==> config.mk <==
export PLATFORM = sky130hd
export DESIGN_NAME = elastic_stage
export DESIGN_NICKNAME = d
export VERILOG_FILES = /design/src/rtl/elastic_stage_pkg.sv /design/src/rtl/elastic_stage_ctrl.sv /design/src/rtl/elastic_stage_dreg.sv /design/src/rtl/elastic_stage.sv
export SDC_FILE = /design/constraint.sdc
export NUM_CORES = 1
export LEC_CHECK = 0
export BUFFER_PORTS_ARGS = -buffer_cell sky130_fd_sc_hd__clkbuf_2
export CAP_MARGIN = 20
export CORE_MARGIN = 2
export CORE_UTILIZATION = 40
export CTS_CLUSTER_SIZE = 20
export DETAILED_ROUTE_END_ITERATION = 8
export GPL_ROUTABILITY_DRIVEN = 0
export PLACE_DENSITY = 0.75
export REMOVE_ABC_BUFFERS = 1
export SKIP_CTS_REPAIR_TIMING = 1
export SLEW_MARGIN = 20
export SYNTH_ARGS = -nofsm -noshare
export SYNTH_HDL_FRONTEND = slang
export SYNTH_HIERARCHICAL = 1
export SYNTH_SLANG_ARGS = --single-unit
export TNS_END_PERCENT = 1
==> constraint.sdc <==
create_clock -name clk_i -period 1.5 [get_ports clk_i]
set_clock_uncertainty 0.2 [all_clocks]
set_input_delay 0 -clock clk_i [delete_from_list [all_inputs] [get_ports clk_i]]
set_output_delay 0 -clock clk_i [all_outputs]
set_load 0.005 [all_outputs]
==> src/rtl/elastic_stage_pkg.sv <==
package elastic_stage_pkg;

    // Occupancy state of the single-entry stage
    typedef struct packed {
        logic full;
    } occ_t;

    // Decoded load/clear intent for the data register
    typedef struct packed {
        logic load;
        logic clear;
    } data_ctl_t;

endpackage

==> src/rtl/elastic_stage_ctrl.sv <==
module elastic_stage_ctrl
    import elastic_stage_pkg::*;
(
    input  logic clk_i,
    input  logic reset_i,
    input  logic valid_i,
    input  logic ready_i,
    output logic ready_o,
    output logic valid_o,
    output logic accept_o
);

    occ_t occ_d, occ_q;
    logic open_w;

    // Mealy ready: room when empty or when the held word leaves now
    always_comb begin
        open_w   = ready_i | ~occ_q.full;
        accept_o = open_w & valid_i;
        occ_d    = occ_q;
        if (reset_i) begin
            occ_d.full = 1'b0;
        end else if (open_w) begin
            occ_d.full = valid_i;
        end
    end

    always_ff @(posedge clk_i) begin
        occ_q <= occ_d;
    end

    assign ready_o = open_w;
    assign valid_o = occ_q.full;

endmodule

==> src/rtl/elastic_stage_dreg.sv <==
module elastic_stage_dreg
    import elastic_stage_pkg::*;
#(
    parameter int DATA_W = 16,
    parameter bit CLEAR_DATA_ON_RESET = 1'b1
) (
    input  logic              clk_i,
    input  data_ctl_t         ctl_i,
    input  logic [DATA_W-1:0] data_i,
    output logic [DATA_W-1:0] data_o
);

    logic [DATA_W-1:0] word_d, word_q;

    generate
        if (CLEAR_DATA_ON_RESET) begin : g_clr
            always_comb begin
                word_d = word_q;
                if (ctl_i.clear) begin
                    word_d = '0;
                end else if (ctl_i.load) begin
                    word_d = data_i;
                end
            end
        end else begin : g_noclr
            always_comb begin
                word_d = word_q;
                if (ctl_i.load) begin
                    word_d = data_i;
                end
            end
        end
    endgenerate

    always_ff @(posedge clk_i) begin
        word_q <= word_d;
    end

    assign data_o = word_q;

endmodule

==> src/rtl/elastic_stage.sv <==
module elastic_stage
    import elastic_stage_pkg::*;
#(
    parameter int DATA_W = 16,
    parameter bit CLEAR_DATA_ON_RESET = 1'b1,
    parameter bit LOAD_ON_XFER_ONLY = 1'b1
) (
    input  logic              clk_i,
    input  logic              reset_i,
    input  logic              valid_i,
    output logic              ready_o,
    input  logic [DATA_W-1:0] data_i,
    output logic              valid_o,
    input  logic              ready_i,
    output logic [DATA_W-1:0] data_o
);

    logic      accept_w;
    logic      open_w;
    data_ctl_t dctl_w;

    elastic_stage_ctrl i_ctrl (
        .clk_i    (clk_i),
        .reset_i  (reset_i),
        .valid_i  (valid_i),
        .ready_i  (ready_i),
        .ready_o  (open_w),
        .valid_o  (valid_o),
        .accept_o (accept_w)
    );

    generate
        if (LOAD_ON_XFER_ONLY) begin : g_gated
            always_comb begin
                dctl_w.load  = accept_w;
                dctl_w.clear = reset_i;
            end
        end else begin : g_open
            always_comb begin
                dctl_w.load  = open_w;
                dctl_w.clear = reset_i;
            end
        end
    endgenerate

    elastic_stage_dreg #(
        .DATA_W              (DATA_W),
        .CLEAR_DATA_ON_RESET (CLEAR_DATA_ON_RESET)
    ) i_dreg (
        .clk_i  (clk_i),
        .ctl_i  (dctl_w),
        .data_i (data_i),
        .data_o (data_o)
    );

    assign ready_o = open_w;

endmodule

* Word level (Yosys, flattened, before mapping)
Cells that the tools add are included.
** Storage, ports and cells
- Flip-flop bits (word level) :: 17
- Bits in latches :: 0
- RAM bits :: 0
- Memory bits (read-only) :: 0
- Input port bits :: 20
- Output and inout bits :: 18
- Logic and storage cells :: 5
- Memories :: 0
** Operators by class
- $add $sub $neg :: 0
- $mul :: 0
- Div/mod/pow operators :: 0
- Magnitude comparators :: 0
- Eq/ne operators :: 0
- Shift-type cells :: 0
- Mux-type cells :: 0
- Bitwise gates (word level) :: 3
- Reductions and logical operators :: 0
** Operators by type and width (number)
- 1-bit AND :: 1
- 1-bit inverter :: 1
- 1-bit bitwise OR :: 1

* Depth between registers and ports, before layout
Gate-level depths: netlist of run 1.
- Word-level depth :: 3
- Depth in mapped cells :: 6
- Gate-level depth less buffers :: 4

* Modules after synthesis
Netlist of run 1, hierarchy kept.
** By module, submodules not included
- elastic_stage_dreg :: times used 1, cells an instance 52, area each 580.6 µm², sequential area each 320.3 µm²
- elastic_stage_ctrl :: times used 1, cells an instance 5, area each 55.1 µm², sequential area each 20.0 µm²

* Least setup slack after synthesis of run 1
OpenSTA, ideal clock, no wires.
- Path kind :: register -> register
- Start point :: reg i_ctrl.occ_q (netlist: i_ctrl/valid_o)
- End point :: reg i_dreg.word_q[10] (netlist: i_dreg/data_o[10])
- Library setup time :: 0.117 ns
- Data arrival time :: 1.034 ns
- Required time :: 1.183 ns
- Setup slack :: 0.149 ns
- Stages on the path, launching flop included :: 7
- Buffers on the path :: 2
- Period minus slack after synthesis :: 1.351 ns
- Path through :: dfxtp_1 nand2b_4 and2_4 buf_6 buf_12 mux2i_1 nor2_1
** On the way
- Cells in the longest elaborated chain, start to end :: 3
** RTL lines
- start, declared :: line elastic_stage_ctrl.sv:13 : occ_t occ_d, occ_q;
- start signal, assigned :: line elastic_stage_ctrl.sv:29 : occ_q <= occ_d;
- 1-bit inverter :: line elastic_stage_ctrl.sv:18 : open_w = ready_i | ~occ_q.full;
- 1-bit bitwise OR :: line elastic_stage_ctrl.sv:18
- via ready_o :: line elastic_stage.sv:11 : output logic ready_o,
- 1-bit AND :: line elastic_stage_ctrl.sv:19 : accept_o = open_w & valid_i;
- via accept_w :: line elastic_stage.sv:18 : logic accept_w;
- end signal, assigned :: line elastic_stage_dreg.sv:36 : word_q <= word_d;
- end, declared :: line elastic_stage_dreg.sv:13 : logic [DATA_W-1:0] word_d, word_q;
The timed path passes the listed nets, and every way through them passes these cells.
A chain may end at the register's enable or synchronous reset.

* Worst setup path in the final report of run 1
- Start point :: reg i_ctrl.occ_q (netlist: i_ctrl/valid_o)
- End point :: reg i_dreg.word_q[8] (netlist: i_dreg/data_o[8])
** On the way
- Cells in the longest elaborated chain, start to end :: 3
** RTL lines (line)
- 1-bit inverter :: elastic_stage_ctrl.sv:18
- 1-bit bitwise OR :: elastic_stage_ctrl.sv:18
- 1-bit AND :: elastic_stage_ctrl.sv:19
- via accept_w :: elastic_stage.sv:18
The timed path passes the listed nets, and every way through them passes these cells.

==> results of run 1 <==
-- state kept, by name, summed over array words and instances, names as in the netlist --
| signal | cells |
|---|---|
| i_dreg/data_o | 16 |
| i_ctrl/valid_o | 1 |
-- worst max-delay path by stage --
stage,end,from,cells after the start,slack (ps)
after global routing,i_dreg/data_o[2]$_SDFFE_PP0P_,i_ctrl/valid_o$_SDFFE_PP0P_,4,60
after detailed placement,i_dreg/data_o[13]$_SDFFE_PP0P_,i_ctrl/valid_o$_SDFFE_PP0P_,4,160
after global placement,i_dreg/data_o[2]$_SDFFE_PP0P_,i_ctrl/valid_o$_SDFFE_PP0P_,4,200
after floorplan,i_dreg/data_o[0]$_SDFFE_PP0P_,i_ctrl/valid_o$_SDFFE_PP0P_,4,250
after CTS,i_dreg/data_o[8]$_SDFFE_PP0P_,i_ctrl/valid_o$_SDFFE_PP0P_,4,160
final,i_dreg/data_o[8]$_SDFFE_PP0P_,i_ctrl/valid_o$_SDFFE_PP0P_,4,130
-- worst register-to-register path, cell delays in order, from the launching register on --
cell and delay [ps]:
sky130_fd_sc_hd__dfxtp_1 350, sky130_fd_sc_hd__nand2b_4 80, sky130_fd_sc_hd__and2_4 320, sky130_fd_sc_hd__mux2i_1 240, sky130_fd_sc_hd__nor2_1 60
-- routing by layer --
layer  vias up  wire length, um  track usage
met2        23              773        0.209
met3         0               79       0.0250
li1        297                -            -
met1       252              595        0.174
met5         -                0            0
met4         0                0       0.0545
-- stage by stage --
| stage | worst slack (ps) | instances |
|---|---|---|
| floorplan | 248 | 53 |
| global placement | 195 | 106 |
| detailed placement | 163 | 106 |
| CTS | 157 | 110 |
| global route | 62.4 | 129 |
| finish | 126 | 129 |
-- synthesized netlist by cell type --
cell type,count
sky130_fd_sc_hd__inv_1,1
sky130_fd_sc_hd__buf_12,1
sky130_fd_sc_hd__a21oi_2,1
sky130_fd_sc_hd__buf_6,1
sky130_fd_sc_hd__nor2_1,16
sky130_fd_sc_hd__and2_4,1
sky130_fd_sc_hd__dfxtp_1,17
sky130_fd_sc_hd__buf_1,1
sky130_fd_sc_hd__mux2i_1,16
sky130_fd_sc_hd__buf_2,1
sky130_fd_sc_hd__nand2b_4,1
-- cell type report --
type                       instances  area [um^2]
inverter                           1         3.75
tap                               16         20.0
sequential                        17          340
clock inverter                     1         5.00
multi-input combinational         35          251
fill                             132          488
timing repair buffer              56          375
clock buffer                       3         22.5
-- cells by family after synthesis --
group / share of synthesized area
flops: 0.535
compound gates: 0.0138
buf+inv: 0.0689
mux: 0.252
simple gates: 0.130
-- power groups by stage --
stage / clock (W) / combinational, W / sequential [W]
5_1_grt: 0.000274 / 0.000183 / 0.000498
6_report: 0.000244 / 0.000167 / 0.000494
4_1_cts: 0.000246 / 0.000129 / 0.000494
3_5_place_dp: 0 / 0.000128 / 0.000504
2_1_floorplan: 0 / 0.0000587 / 0.000507
3_3_place_gp: 0 / 0.000125 / 0.000504
==> impl_metrics.sql, run 1 <==
INSERT INTO impl_metrics (metric_group, metric, value, unit) VALUES
('status', 'run_status', 'finished, final reports clean', ''),
('floorplanning', 'core', '1510', 'um^2'),
('placement', 'postPlaceCellArea', '801', 'um^2'),
('floorplanning', 'io_pins', '38', ''),
('sta', 'grt_setup_unrepaired', 'false', ''),
('detailed_routing', 'dr_vias_cell', '4.43', ''),
('pwr', 'comb_power_share', '0.185', ''),
('detailed_routing', 'drt-initial-drc-count', '2', ''),
('clocking', 'cts_made_buffers', '3', ''),
('pwr', 'power_per_cell_area', '889', 'nW/um^2'),
('sta', 'final_setup_violation_count', '0', ''),
('floorplanning', 'num_rows', '14', ''),
('flow_run', 'cap_viol_max_count', '0', ''),
('global_route', 'global_route.overflow_total', '0', ''),
('finish', 'mostFrequentLayoutCell', 'sky130_fd_sc_hd__clkbuf_2', ''),
('worst_setup_path', 'cpMaxStageDelayCell', 'sky130_fd_sc_hd__dfxtp_1', ''),
('finish', 'final_core_area_utilization', '0.676', ''),
('detailed_routing', 'remaining_drc_errors', '0', ''),
('detailed_routing', 'route.final.wire_length', '1450', 'um'),
('detailed_routing', 'routedWlPerCell', '11.2', 'um'),
('finish', 'number_of_nets_in_the_finished_design', '134', ''),
('synth', 'synthesis.yosys.warnings', '6', ''),
('detailed_routing', 'ant_nets', '0', ''),
('clocking', 'root_buffer', 'sky130_fd_sc_hd__clkbuf_4', ''),
('worst_setup_path', 'critical-path-top-delay-family', 'simple AND/OR/NAND/NOR gates', ''),
('pwr', 'p_switching', '0.000225', 'W'),
('min_path', 'worst_hold_path.endpoint', 'ready_o', ''),
('global_route', 'grt_util_all_layers', '0.131', ''),
('worst_setup_path', 'r2r-end', 'i_dreg/data_o[8]$_SDFFE_PP0P_', ''),
('pwr', 'internal_power', '0.000681', 'W'),
('sta', 'fin_crit_sh', '0.916', ''),
('worst_setup_path', 'start_kind', 'flip-flop', ''),
('sta', 'setup_tns', '0', 'ps'),
('worst_setup_path', 'timing.setup.critical_path_class', 'flip-flop to flip-flop', ''),
('pwr', 'power_leakage', '0.530', 'nW'),
('worst_setup_path', 'worst-path-max-fanout', '16', ''),
('floorplanning', 'start_util', '0.422', ''),
('clocking', 'cts-root-to-sink-buffers', '2', ''),
('synth', 'postSynthCellCount', '57', ''),
('clocking', 'worst_skew_pair.late_latency', '280', 'ps'),
('global_route', 'initial_antenna_violation_count', '0', ''),
('worst_setup_path', 'cp.buffers_inverters', '0', ''),
('global_route', 'first_global_vias', '448', ''),
('clocking', 'numClockSinks', '17', ''),
('synth', 'seq_cells_post_synth', '17', ''),
('global_route', 'first_pass_grt_wire_length', '1900', 'um'),
('min_path', 'hold_path.class', 'input port to output pin', ''),
('min_path', 'whs_path_depth', '3', ''),
('clocking', 'h_tree_lvl_count', '1', ''),
('placement', 'port_buffers', '37', ''),
('sta', 'hold_viol_final', '0', ''),
('synth', 'post_synth_num_cell_types', '11', ''),
('placement', 'hpwlAfterDp', '859', 'um'),
('finish', 'syn2layout_area_growth', '60.2', '%'),
('sta', 'slew_violations', '0', ''),
('floorplanning', 'die_height', '43.9', 'um'),
('worst_setup_path', 'worst_path_largest_cell_delay', '350', 'ps'),
('detailed_routing', 'detail_route.first_pass.iterations', '3', ''),
('clocking', 'path_clk_slew', '100', 'ps'),
('sta', 'fin_hold_ws', '102', 'ps'),
('pwr', 'worst_ir_drop_vdd', '0.709', 'mV'),
('worst_setup_path', 'timing.reg2reg.setup_slack', '130', 'ps'),
('floorplanning', 'die_x', '43.9', 'um'),
('detailed_routing', 'via_count', '572', ''),
('finish', 'top_library_cells_by_usage_in_the_layout_fill_and_taps_aside', '37 x sky130_fd_sc_hd__clkbuf_2, 19 x sky130_fd_sc_hd__dlygate4sd3_1, 17 x sky130_fd_sc_hd__dfxtp_1', ''),
('synth', 'syn-cell-area', '636', 'um^2'),
('sta', 'slew-limit-headroom', '0.635', ''),
('sta', 'min_period', '1370', 'ps'),
('synth', 'synth.top_cell.area_share', '0.535', ''),
('synth', 'synth_area_leader_cell', 'sky130_fd_sc_hd__dfxtp_1', ''),
('floorplanning', 'die_area', '1920', 'um^2');
Power figures use the tool's default switching activity.
==> inputs of run 2 (changes only) <==
Settings changed: CAP_MARGIN 20 to 15, CORE_MARGIN 2 to not set.
==> run 2 against run 1 <==
Against the previous run:
- global-route usage increased by 0.097 points
- final cell count unchanged
- register-to-register slack got worse by 30 ps
- sequential share of layout area unchanged
- count of clock-buffer cells in the layout unchanged
- maximum frequency decreased by 6.7%
- first-iteration DRC count increased to 5.0 times the previous value
- critical path type is now input port to flip-flop
- critical endpoint is now i_ctrl/valid_o$_SDFFE_PP0P_
- largest cell class unchanged
==> impl_metrics.sql, run 2 (synthesis results as in run 1) <==
INSERT INTO impl_metrics (metric_group, metric, value, unit) VALUES
('status', 'run_status', 'finished, final reports clean', ''),
('sta', 'slew_violations', '0', ''),
('floorplanning', 'die_height', '41.9', 'um'),
('clocking', 'worst_skew_pair.late_latency', '280', 'ps'),
('sta', 'max_freq', '679', 'MHz'),
('placement', 'dpl.cell_count', '106', ''),
('placement', 'port_buffers', '37', ''),
('clocking', 'cts_tree', 'done', ''),
('worst_setup_path', 'worst_path_arrival_time', '1510', 'ps'),
('worst_setup_path', 'worst_ep_required_time', '1530', 'ps'),
('clocking', 'numClockSinks', '17', ''),
('sta', 'fin_crit_sh', '0.982', ''),
('global_route', 'grt_util_all_layers', '0.132', ''),
('floorplanning', 'num_rows', '14', ''),
('detailed_routing', 'remaining_drc_errors', '0', ''),
('floorplanning', 'core', '1490', 'um^2'),
('clocking', 'path_clk_slew', '90', 'ps'),
('worst_setup_path', 'worstSetupEndpointType', 'flip-flop', ''),
('finish', 'mostFrequentLayoutCell', 'sky130_fd_sc_hd__clkbuf_2', ''),
('global_route', 'initial_antenna_violation_count', '0', ''),
('clocking', 'cts_made_buffers', '3', ''),
('floorplanning', 'start_util', '0.427', ''),
('detailed_routing', 'routedWlPerCell', '12.5', 'um'),
('sta', 'hold_viol_final', '0', ''),
('worst_setup_path', 'worst-path-max-fanout', '17', ''),
('finish', 'antenna_cells_inserted', '0', ''),
('finish', 'final_layout_size_suffix_gt1_frac', '0.389', ''),
('worst_setup_path', 'start_kind', 'input port', ''),
('detailed_routing', 'dr_vias_cell', '4.45', ''),
('finish', 'final_core_area_utilization', '0.684', ''),
('pwr', 'power_per_cell_area', '896', 'nW/um^2'),
('floorplanning', 'die_x', '41.9', 'um'),
('detailed_routing', 'via_count', '574', ''),
('sta', 'slew-limit-headroom', '0.771', ''),
('worst_setup_path', 'timing.setup.critical_path_class', 'input port to flip-flop', ''),
('detailed_routing', 'drt-initial-drc-count', '10', ''),
('sta', 'least_margin_pin_slew', '344', 'ps'),
('floorplanning', 'io_pins', '38', ''),
('detailed_routing', 'route.final.wire_length', '1610', 'um'),
('clocking', 'h_tree_lvl_count', '1', ''),
('clocking', 'cts-root-to-sink-buffers', '2', ''),
('finish', 'largest_register_ff_count', '16', ''),
('min_path', 'hold_path.class', 'input port to output pin', ''),
('finish', 'top_library_cells_by_usage_in_the_layout_fill_and_taps_aside', '37 x sky130_fd_sc_hd__clkbuf_2, 19 x sky130_fd_sc_hd__dlygate4sd3_1, 17 x sky130_fd_sc_hd__dfxtp_1', ''),
('pwr', 'worst_ir_drop_vdd', '0.692', 'mV'),
('finish', 'fill_cells', '110', ''),
('sta', 'min_period', '1470', 'ps'),
('floorplanning', 'die_area', '1750', 'um^2'),
('sta', 'setup_tns', '0', 'ps'),
('finish', 'seq_area', '340', 'um^2'),
('global_route', 'first_pass_grt_wire_length', '1860', 'um'),
('sta', 'fin_hold_ws', '111', 'ps'),
('flow_run', 'cap_viol_max_count', '0', ''),
('finish', 'syn2layout_area_growth', '60.2', '%'),
('global_route', 'first_global_vias', '467', ''),
('detailed_routing', 'ant_nets', '0', ''),
('global_route', 'grt_start_max_net_pins', '18', ''),
('sta', 'final_setup_violation_count', '0', ''),
('finish', 'finalNonFillerCells', '129', ''),
('pwr', 'power_leakage', '0.530', 'nW'),
('global_route', 'global_route.overflow_total', '0', ''),
('clocking', 'root_buffer', 'sky130_fd_sc_hd__clkbuf_4', ''),
('finish', 'multi_input_comb_area', '251', 'um^2'),
('detailed_routing', 'detail_route.first_pass.iterations', '2', ''),
('placement', 'hpwlAfterDp', '812', 'um'),
('finish', 'number_of_nets_in_the_finished_design', '134', '');
run 2: worst paths after layout:
path / start / to / slack [ps] / depth (start not counted)
worst max register to register: i_ctrl/valid_o$_SDFFE_PP0P_ / i_dreg/data_o[2]$_SDFFE_PP0P_ / 100 / 4
worst max-delay path: reset_i / i_ctrl/valid_o$_SDFFE_PP0P_ / 30 / 4
worst min register to register: i_dreg/data_o[6]$_SDFFE_PP0P_ / i_dreg/data_o[6]$_SDFFE_PP0P_ / 310 / 2
worst min-delay path: ready_i / ready_o / 110 / 3
run 2: area by class of cell:
class | count | area share
Timing Repair Buffer | 56 | 0.369
Clock inverter | 1 | 0.00491
Sequential cell | 17 | 0.334
Tap cell | 16 | 0.0197
Inverter | 1 | 0.00369
Clock buffer | 3 | 0.0221
Multi-Input combinational cell | 35 | 0.247
run 2: power by group:
group	switching (W)	internal, W
Clock	0.000146	0.0000991
Sequential	0.0000161	0.000480
Combinational	0.0000690	0.000102
Total	0.000231	0.000681
run 2: metal layers:
layer,wire (um),global-route usage,vias to the layer above
met2,776,0.209,26
met4,0,0.0387,0
met1,704,0.177,253
met5,0,0,-
met3,128,0.0348,0
li1,-,-,295
run 2: per-stage QoR:
stage	total power [W]	instance area, um^2	setup slack [ps]
6_report	0.000912	1020	27.0
3_5_place_dp	0.000632	801	143
5_1_grt	0.000955	1020	-9.71
3_3_place_gp	0.000628	801	199
2_1_floorplan	0.000566	596	248
4_1_cts	0.000870	828	133
run 2: worst max-delay path, stage by stage:
cell	delay, ps
sky130_fd_sc_hd__dlygate4sd3_1	540
sky130_fd_sc_hd__clkbuf_2	260
sky130_fd_sc_hd__a21oi_2	160
sky130_fd_sc_hd__dlygate4sd3_1	540
==> inputs of run 3 (changes only) <==
--- a/config.mk
+++ b/config.mk
@@ -7,5 +7,4 @@
 export LEC_CHECK = 0
 export BUFFER_PORTS_ARGS = -buffer_cell sky130_fd_sc_hd__clkbuf_2
-export CAP_MARGIN = 15
 export CORE_UTILIZATION = 40
 export CTS_CLUSTER_SIZE = 20
==> constraint.sdc (replaced) <==
create_clock -name clk_i -period 1.5 [get_ports clk_i]
set_clock_uncertainty 0.2 [all_clocks]
set_input_delay 0.075 -clock clk_i [delete_from_list [all_inputs] [get_ports clk_i]]
set_output_delay 0.075 -clock clk_i [all_outputs]
set_load 0.005 [all_outputs]
==> run 3 against run 2 <==
Against the previous run:
- register-to-register slack is essentially flat
- first-iteration DRC count shrank 50%
- final cell count shrank 0.78%
- largest cell class unchanged
==> impl_metrics.sql, run 3 (synthesis results as in run 1) <==
INSERT INTO impl_metrics (metric_group, metric, value, unit) VALUES
('status', 'run_status', 'finished, final reports clean', ''),
('detailed_routing', 'dr_vias_cell', '4.50', ''),
('pwr', 'power_total', '0.000904', 'W'),
('worst_setup_path', 'most_repeated_library_cell_on_the_critical_path', 'sky130_fd_sc_hd__dlygate4sd3_1', ''),
('pwr', 'power_leakage', '0.525', 'nW'),
('min_path', 'hold_path.class', 'input port to flip-flop', ''),
('detailed_routing', 'amount_of_wire_on_met2_after_detailed_routing', '789', 'um'),
('pwr', 'worst_ir_drop_vdd', '0.621', 'mV'),
('placement', 'dpl.cell_count', '106', ''),
('worst_setup_path', 'r2r-end', 'i_dreg/data_o[14]$_SDFFE_PP0P_', ''),
('worst_setup_path', 'worst-path-max-fanout', '2', ''),
('clocking', 'h_tree_lvl_count', '1', ''),
('finish', 'finalNonFillerCells', '128', ''),
('placement', 'port_buffers', '37', ''),
('detailed_routing', 'ant_nets', '0', ''),
('finish', 'number_of_nets_in_the_finished_design', '133', ''),
('sta', 'least_margin_pin_slew', '354', 'ps'),
('finish', 'final_layout_size_suffix_gt1_frac', '0.393', ''),
('worst_setup_path', 'critical-path-top-delay-family', 'buffers and inverters', ''),
('worst_setup_path', 'worst-r2r-cell-count', '4', ''),
('sta', 'fin_crit_sh', '0.944', ''),
('min_path', 'whs_path_depth', '2', ''),
('worst_setup_path', 'worst_path_largest_cell_delay', '560', 'ps'),
('min_path', 'worst_hold_path.endpoint', 'i_dreg/data_o[14]$_SDFFE_PP0P_', ''),
('global_route', 'initial_antenna_violation_count', '0', ''),
('global_route', 'global_route.overflow_total', '0', ''),
('placement', 'hpwlAfterDp', '812', 'um'),
('worst_setup_path', 'worst_path_arrival_time', '1390', 'ps'),
('sta', 'max_freq', '706', 'MHz'),
('detailed_routing', 'routedWlPerCell', '12.1', 'um'),
('sta', 'setup_tns', '0', 'ps'),
('flow_run', 'cap_viol_max_count', '0', ''),
('min_path', 'timing.hold.worst.start', 'reset_i', ''),
('clocking', 'cts_tree', 'done', ''),
('sta', 'hold_viol_final', '0', ''),
('global_route', 'first_global_vias', '467', ''),
('worst_setup_path', 'cp.buffers_inverters', '4', ''),
('finish', 'largest_register_ff_count', '16', ''),
('finish', 'mostFrequentLayoutCell', 'sky130_fd_sc_hd__clkbuf_2', ''),
('pwr', 'power_per_cell_area', '896', 'nW/um^2'),
('floorplanning', 'die_area', '1750', 'um^2'),
('floorplanning', 'die_height', '41.9', 'um'),
('floorplanning', 'num_rows', '14', ''),
('sta', 'slew-limit-headroom', '0.764', ''),
('worst_setup_path', 'critical_path_cell_by_cell', 'dlygate4sd3_1 -> clkbuf_2 -> inv_1 -> a21oi_2 -> dlygate4sd3_1', ''),
('floorplanning', 'start_util', '0.427', ''),
('finish', 'antenna_cells_inserted', '0', ''),
('worst_setup_path', 'cpMaxStageDelayCell', 'sky130_fd_sc_hd__dlygate4sd3_1', ''),
('global_route', 'grt_util_all_layers', '0.132', ''),
('detailed_routing', 'remaining_drc_errors', '0', ''),
('floorplanning', 'core', '1490', 'um^2'),
('finish', 'final_standard_cell_area_without_fillers', '1010', 'um^2'),
('worst_setup_path', 'start_kind', 'input port', ''),
('sta', 'final_setup_violation_count', '0', ''),
('placement', 'place_worst_setup_slack', '143', 'ps'),
('finish', 'top_library_cells_by_usage_in_the_layout_fill_and_taps_aside', '37 x sky130_fd_sc_hd__clkbuf_2, 18 x sky130_fd_sc_hd__dlygate4sd3_1, 17 x sky130_fd_sc_hd__dfxtp_1', ''),
('sta', 'setup_slack', '83.5', 'ps'),
('detailed_routing', 'via_count', '576', ''),
('clocking', 'worst_skew_pair.late_latency', '280', 'ps'),
('placement', 'postPlaceCellArea', '801', 'um^2'),
('detailed_routing', 'route.top_layer_used', 'met3', ''),
('floorplanning', 'io_pins', '38', ''),
('clocking', 'path_clk_slew', '100', 'ps'),
('global_route', 'grt_start_max_net_pins', '18', ''),
('detailed_routing', 'drt-initial-drc-count', '5', ''),
('worst_setup_path', 'timing.reg2reg.setup_slack', '110', 'ps'),
('floorplanning', 'die_x', '41.9', 'um'),
('global_route', 'first_pass_grt_wire_length', '1860', 'um'),
('clocking', 'numClockSinks', '17', ''),
('sta', 'min_period', '1420', 'ps'),
('worst_setup_path', 'worstSetupEndpointType', 'flip-flop', ''),
('sta', 'slew_violations', '0', ''),
('finish', 'syn2layout_area_growth', '58.7', '%'),
('worst_setup_path', 'timing.setup.critical_path_class', 'input port to flip-flop', ''),
('detailed_routing', 'detail_route.first_pass.iterations', '3', ''),
('clocking', 'cts_made_buffers', '3', ''),
('worst_setup_path', 'reg2reg_from', 'i_ctrl/valid_o$_SDFFE_PP0P_', ''),
('detailed_routing', 'met3WireLength', '82', 'um'),
('detailed_routing', 'wl_met1', '680', 'um'),
('clocking', 'cts-root-to-sink-buffers', '2', ''),
('sta', 'grt_setup_unrepaired', 'false', ''),
('detailed_routing', 'route.final.wire_length', '1550', 'um'),
('clocking', 'root_buffer', 'sky130_fd_sc_hd__clkbuf_4', ''),
('worst_setup_path', 'worst_ep_required_time', '1470', 'ps');
-- run 3: how the worst max path moves through the flow --
stage,start,cells after the start,end,slack (ps)
4_1_cts,i_ctrl/valid_o$_SDFFE_PP0P_,4,i_dreg/data_o[4]$_SDFFE_PP0P_,130
6_report,valid_i,5,i_ctrl/valid_o$_SDFFE_PP0P_,80
3_3_place_gp,i_ctrl/valid_o$_SDFFE_PP0P_,4,i_dreg/data_o[11]$_SDFFE_PP0P_,200
5_1_grt,i_ctrl/valid_o$_SDFFE_PP0P_,4,i_dreg/data_o[14]$_SDFFE_PP0P_,60
3_5_place_dp,i_ctrl/valid_o$_SDFFE_PP0P_,4,i_dreg/data_o[4]$_SDFFE_PP0P_,140
2_1_floorplan,i_ctrl/valid_o$_SDFFE_PP0P_,4,i_dreg/data_o[0]$_SDFFE_PP0P_,250
-- run 3: per-layer routing --
layer / vias to the layer above / track usage
li1: 293 / -
met1: 259 / 0.177
met2: 24 / 0.209
met3: 0 / 0.0348
met4: 0 / 0.0387
met5: - / 0
-- run 3: cell type report --
cell class	count	area (um^2)
sequential	17	340
multi-input combinational	35	251
tap	16	20.0
fill	114	480
inverter	1	3.75
timing repair buffer	55	365
clock buffer	3	22.5
clock inverter	1	5.00
-- run 3: power breakdown --
group	total [W]	switching (W)	leakage, nW	internal (W)
registers	0.000496	0.0000158	0.140	0.000480
logic	0.000169	0.0000686	0.368	0.000101
clock network	0.000239	0.000140	0.0177	0.0000989
-- run 3: worst reg2reg max path: cells and delay by family (launching register included) --
kind / cells / cell delay [ps]
flops: 1 / 340
mux: 1 / 280
simple gates: 3 / 460
-- run 3: metrics by stage --
step | utilization | hold slack, ps
after floorplan | - | -62.6
after global placement | 0.538 | 107
after detailed placement | 0.538 | 117
after CTS | 0.556 | -187
after global routing | 0.677 | 22.4
final | 0.677 | 8.75
